===== config.mk =====
export PLATFORM = sky130hd
export DESIGN_NAME = hdb3ViolationCounter
export DESIGN_NICKNAME = d
export VERILOG_FILES = /design/src/rtl/hdb3_vc_pkg.sv /design/src/rtl/hdb3_vc_detector.sv /design/src/rtl/hdb3_vc_counter.sv /design/src/rtl/hdb3ViolationCounter.sv
export SDC_FILE = /design/constraint.sdc
export NUM_CORES = 1
export LEC_CHECK = 0
export ABC_AREA = 1
export BUFFER_PORTS_ARGS = -buffer_cell sky130_fd_sc_hd__buf_2
export CAP_MARGIN = 20
export CORE_MARGIN = 3
export CORE_UTILIZATION = 52
export CTS_BUF_LIST = sky130_fd_sc_hd__clkbuf_4
export CTS_CLUSTER_DIAMETER = 150
export DETAILED_ROUTE_END_ITERATION = 7
export PLACE_DENSITY = 0.73
export SYNTH_ARGS = -nofsm -noshare
export SYNTH_HDL_FRONTEND = slang
export SYNTH_SLANG_ARGS = --single-unit
export TNS_END_PERCENT = 20

===== constraint.sdc =====
create_clock -name clk -period 2.9 [get_ports clk]
set_input_delay 0.58 -clock clk [delete_from_list [all_inputs] [get_ports clk]]
set_output_delay 0.58 -clock clk [all_outputs]
set_load 0.01 [all_outputs]

===== src/rtl/hdb3_vc_pkg.sv =====
package hdb3_vc_pkg;
  localparam int COUNT_W = 16;

  typedef struct packed {
    logic countEvent;
    logic latch;
  } vcStrobes_t;
endpackage


===== src/rtl/hdb3_vc_detector.sv =====
module hdb3_vc_detector
  import hdb3_vc_pkg::*;
(
  input  logic       clk,
  input  logic       rstN,
  input  logic       posMark,
  input  logic       negMark,
  input  logic       inCodeword,
  input  logic       e3Mode,
  input  logic       cvSelect,
  input  logic       latchPulse,
  output vcStrobes_t strobes
);
  logic lastMarkValid, lastMarkNeg;
  logic lastBpvValid, lastBpvNeg;
  logic isMark, markNeg, bpvHit, cvHit;

  always_comb begin
    isMark  = posMark ^ negMark;
    markNeg = negMark;
    bpvHit  = e3Mode && isMark && lastMarkValid &&
              (lastMarkNeg == markNeg) && !inCodeword;
    cvHit   = bpvHit && lastBpvValid && (lastBpvNeg == markNeg);
    strobes.countEvent = cvSelect ? cvHit : bpvHit;
    strobes.latch      = latchPulse;
  end

  always_ff @(posedge clk) begin
    if (!rstN || !e3Mode) begin
      lastMarkValid <= 1'b0;
      lastMarkNeg   <= 1'b0;
      lastBpvValid  <= 1'b0;
      lastBpvNeg    <= 1'b0;
    end else if (isMark) begin
      lastMarkValid <= 1'b1;
      lastMarkNeg   <= markNeg;
      if (bpvHit) begin
        lastBpvValid <= 1'b1;
        lastBpvNeg   <= markNeg;
      end
    end
  end


  both_strobes_ignored_chk: assert property (@(posedge clk) disable iff (!rstN)
    (posMark && negMark && e3Mode) |=> ($stable(lastMarkValid) && $stable(lastMarkNeg)));


  codeword_no_count_chk: assert property (@(posedge clk) disable iff (!rstN)
    inCodeword |-> !strobes.countEvent);


  ds3_history_clear_chk: assert property (@(posedge clk) disable iff (!rstN)
    !e3Mode |=> (!lastMarkValid && !lastBpvValid));
endmodule


===== src/rtl/hdb3_vc_counter.sv =====
module hdb3_vc_counter
  import hdb3_vc_pkg::*;
#(
  parameter int WIDTH = COUNT_W
) (
  input  logic             clk,
  input  logic             rstN,
  input  vcStrobes_t       strobes,
  output logic [WIDTH-1:0] holdCount
);
  localparam logic [WIDTH-1:0] MAX_COUNT = {WIDTH{1'b1}};
  localparam logic [WIDTH-1:0] ONE       = {{(WIDTH-1){1'b0}}, 1'b1};

  logic [WIDTH-1:0] liveCount;

  always_ff @(posedge clk) begin
    if (!rstN) begin
      liveCount <= '0;
      holdCount <= '0;
    end else if (strobes.latch) begin
      holdCount <= liveCount;
      liveCount <= strobes.countEvent ? ONE : '0;
    end else if (strobes.countEvent && liveCount != MAX_COUNT) begin
      liveCount <= liveCount + ONE;
    end
  end


  no_overflow_chk: assert property (@(posedge clk) disable iff (!rstN)
    (liveCount == MAX_COUNT && !strobes.latch) |=> liveCount == MAX_COUNT);


  latch_transfer_chk: assert property (@(posedge clk) disable iff (!rstN)
    strobes.latch |=> holdCount == $past(liveCount));


  count_step_chk: assert property (@(posedge clk) disable iff (!rstN)
    (strobes.countEvent && !strobes.latch && liveCount != MAX_COUNT)
      |=> liveCount == $past(liveCount) + ONE);
endmodule


===== src/rtl/hdb3ViolationCounter.sv =====
module hdb3ViolationCounter
  import hdb3_vc_pkg::*;
(
  input  logic               clk,
  input  logic               rstN,
  input  logic               posMark,
  input  logic               negMark,
  input  logic               inCodeword,
  input  logic               e3Mode,
  input  logic               cvSelect,
  input  logic               latchPulse,
  output logic [COUNT_W-1:0] holdCount
);
  vcStrobes_t strobes;

  hdb3_vc_detector u_detector (
    .clk(clk), .rstN(rstN), .posMark(posMark), .negMark(negMark),
    .inCodeword(inCodeword), .e3Mode(e3Mode), .cvSelect(cvSelect),
    .latchPulse(latchPulse), .strobes(strobes)
  );

  hdb3_vc_counter #(.WIDTH(COUNT_W)) u_counter (
    .clk(clk), .rstN(rstN), .strobes(strobes), .holdCount(holdCount)
  );
endmodule


==> qor.yml <==
clock_network:
  deepest_level_of_the_cts_h_tree: 2
  clock_insertion_delay_worst_skew_ns: 0.34
  holdBufCountCts: 0
  tritoncts_buffers: 5
  cts_post_setup_buffers_inserted: 0
  cts.sinks: 36
  clk_pin_slew_ns: 0.10
  cts_tree: "yes"
  clk_path_buf_depth: 2
  cells_resized_by_post_cts_repair: 0
  cts_root_buffer: "sky130_fd_sc_hd__clkbuf_4"
final_layout:
  post_route_cells_drive_above_1_share: 0.151
  antenna_cells_inserted: 0
  final_common_cell: "sky130_fd_sc_hd__nand2_1"
  synthToLayoutAreaGrowth_pct: 10.3
  final_cell_mix: "sky130_fd_sc_hd__nand2_1, sky130_fd_sc_hd__nor2_1, sky130_fd_sc_hd__dfxtp_1"
  design.final.nets: 286
timing:
  rsz0062_at_grt: "false"
  tightest_slew_ns: 0.607
  report.final.slew_viol_count: 0
  fin_tns_setup_ns: 0
  min_period_ns: 1.74
  timing.final.crit_share: 0.601
  count_of_final_setup_violators: 0
  max_freq_mhz: 574
  postLayoutSetupSlackWorst_ns: 1.16
  clock_skew_ns: 0.00432
  timing.max_slew.rel_slack: 0.595
  holdWs_ns: 0.454
  timing_hold_violations_final: 0
global_route:
  vias_in_the_first_global_route: 1484
  grt_first_pass_wirelength_um: 6670
  groute.usage.overall: 0.206
  grt_max_degree: 31
  grt_remaining_overflow: 0
  number_of_antenna_violations_at_the_first_check_in_global_routing: 0
detailed_routing:
  drt-total-wl_um: 3670
  post_detailed_route_drc_marker_count: 0
  routed-via-count: 1598
  antenna_left: 0
  drt_iter0_markers: 86
  post_drt_via_cell_ratio: 4.96
  detailedRoute.firstPassIterationCount: 4
  detail_route.wl_per_cell_um: 11.4
synth:
  synthArstFlopShare: 0
  synth_seq_cells: 36
  xor_and_xnor_fraction_of_the_mapped_netlist_area: 0.0149
  synthAdderAreaFrac: 0.00708
  synthesis.area_per_instance_um2: 6.93
  synth-warning-count: 0
  postSynthNetCount: 264
  synth_compound_area_frac: 0.132
  synth.mux.area_fraction: 0
  ys_dominant_reg_cell: "sky130_fd_sc_hd__dfxtp_1"
  netlist_instances: 255
  simple_gate_share_of_the_synthesized_area: 0.358
  syn-cell-area_um2: 1770
  netlist-cell-type-count: 32
  synth_enable_flop_cells: 0
  synth_top_family_by_area: "simple AND/OR/NAND/NOR gates"
  seq_area_frac_synth: 0.408
worst_setup_path:
  crit_path_max_fanout: 10
  ws_path_type: "flip-flop to flip-flop"
  worst_ep_required_time_ns: 3.17
  worstSetupStartpointType: "flip-flop"
  timing.critical_path.to_type: "flip-flop"
  critical_path_arrival_ns: 2.01
placement:
  place.port_buffers: 23
  gp_congestion: 0.886
  worst_slack_after_detailed_placement_ns: 0.879
  detailed_place_hpwl_um: 2660
power_and_ir_drop:
  comb_power_share: 0.074
  p_seq_frac: 0.607
  power_leakage_nw: 0.775
  switching_share_of_total_power: 0.241
  p_switching_uw: 203
  worst_ir_drop_vdd_mv: 0.309
  pwrdens_nw_per_um2: 431
  power.internal_uw: 638
  pwr-share-clk: 0.319
status:
  result_of_the_run: "finished clean"
floorplanning:
  die_h_um: 64.3
  fp.dieW_um: 64.3
  floorplan.io_pins: 24
  initial_util: 0.561
  fp.dieArea_um2: 4140
  placeableCoreArea_um2: 3150
  fp-row-count: 20
run:
  timing.max_cap.violations: 0
min_path:
  hold_path_class: "primary input to flip-flop"
==> cell families after synthesis <==
logic type | count (synthesis)
adders and majority gates | 1
buffers and inverters | 34
and+or+nand+nor | 137
DFF | 36
AOI/OAI and AO/OA | 44
xor gates and xnor gates | 3
==> power groups by stage <==
stage	logic, mW	clock network, mW	registers [mW]
floorplan	0.0368	0	0.527
global placement	0.0619	0	0.521
detailed placement	0.0626	0	0.522
CTS	0.0633	0.273	0.510
global route	0.0712	0.293	0.512
finish	0.0624	0.268	0.510
==> synth_stat cells (3+ instances only) <==
cell	instances	area, um^2
sky130_fd_sc_hd__clkbuf_1	3	11.3
sky130_fd_sc_hd__nand4_1	4	25.0
sky130_fd_sc_hd__nand2_1	51	191
sky130_fd_sc_hd__xor2_1	3	26.3
sky130_fd_sc_hd__a21oi_1	21	105
sky130_fd_sc_hd__dfxtp_1	36	721
sky130_fd_sc_hd__nor2_2	3	18.8
sky130_fd_sc_hd__o21ai_0	18	90.1
sky130_fd_sc_hd__inv_1	24	90.1
sky130_fd_sc_hd__nand3b_1	4	30.0
sky130_fd_sc_hd__nor2_1	44	165
sky130_fd_sc_hd__nand3_1	19	95.1
==> final cells by class <==
class | count | area (um^2)
Fill cell | 307 | 1200
Multi-Input combinational cell | 185 | 906
Sequential cell | 36 | 721
Timing Repair Buffer | 23 | 115
Inverter | 26 | 97.6
Tap cell | 44 | 55.1
Clock buffer | 7 | 52.6
Clock inverter | 1 | 3.75
==> registers in the layout, indices dropped and copies added, names as in the netlist <==
register	count
u_counter.holdCount	16
u_detector.lastBpvNeg	1
u_detector.lastMarkNeg	1
u_detector.lastMarkValid	1
u_detector.lastBpvValid	1
u_counter.liveCount	16
==> final timing paths <==
check	start	endpoint	slack, ns	depth (start not counted)
max	u_counter.liveCount[1]$_SDFFE_PN0P_	u_counter.liveCount[3]$_SDFFE_PN0P_	1.16	8
min reg2reg	u_counter.holdCount[3]$_SDFFE_PN0P_	u_counter.holdCount[3]$_SDFFE_PN0P_	0.47	2
min	posMark	u_detector.lastMarkNeg$_SDFFE_PP0N_	0.45	2
max reg2reg	u_counter.liveCount[1]$_SDFFE_PN0P_	u_counter.liveCount[3]$_SDFFE_PN0P_	1.16	8
==> routing by layer <==
layer,GRT usage,up-vias,share of wire
met5,0,-,0
met4,0.0950,0,0.018
met3,0.0369,9,0.041
met2,0.313,34,0.42
met1,0.281,690,0.52
li1,-,865,-
==> worst max-delay path, cell delays in order, from the launching register on <==
cell,delay [ns]
sky130_fd_sc_hd__dfxtp_1,0.40
sky130_fd_sc_hd__ha_1,0.28
sky130_fd_sc_hd__inv_1,0.07
sky130_fd_sc_hd__nor2_2,0.21
sky130_fd_sc_hd__and2_1,0.19
sky130_fd_sc_hd__nand2_1,0.07
sky130_fd_sc_hd__nand3_2,0.19
sky130_fd_sc_hd__nand3_1,0.10
sky130_fd_sc_hd__a21oi_1,0.17
==> per-stage QoR <==
step | util | cells | area [um^2] | power (mW)
2_1_floorplan | - | 255 | 1770 | 0.563
3_3_place_gp | 0.601 | 314 | 1890 | 0.583
3_5_place_dp | 0.601 | 314 | 1890 | 0.584
4_1_cts | 0.619 | 322 | 1950 | 0.847
5_1_grt | 0.619 | 322 | 1950 | 0.877
6_report | 0.619 | 322 | 1950 | 0.841
No activity file was read; power rests on OpenSTA's default activity.
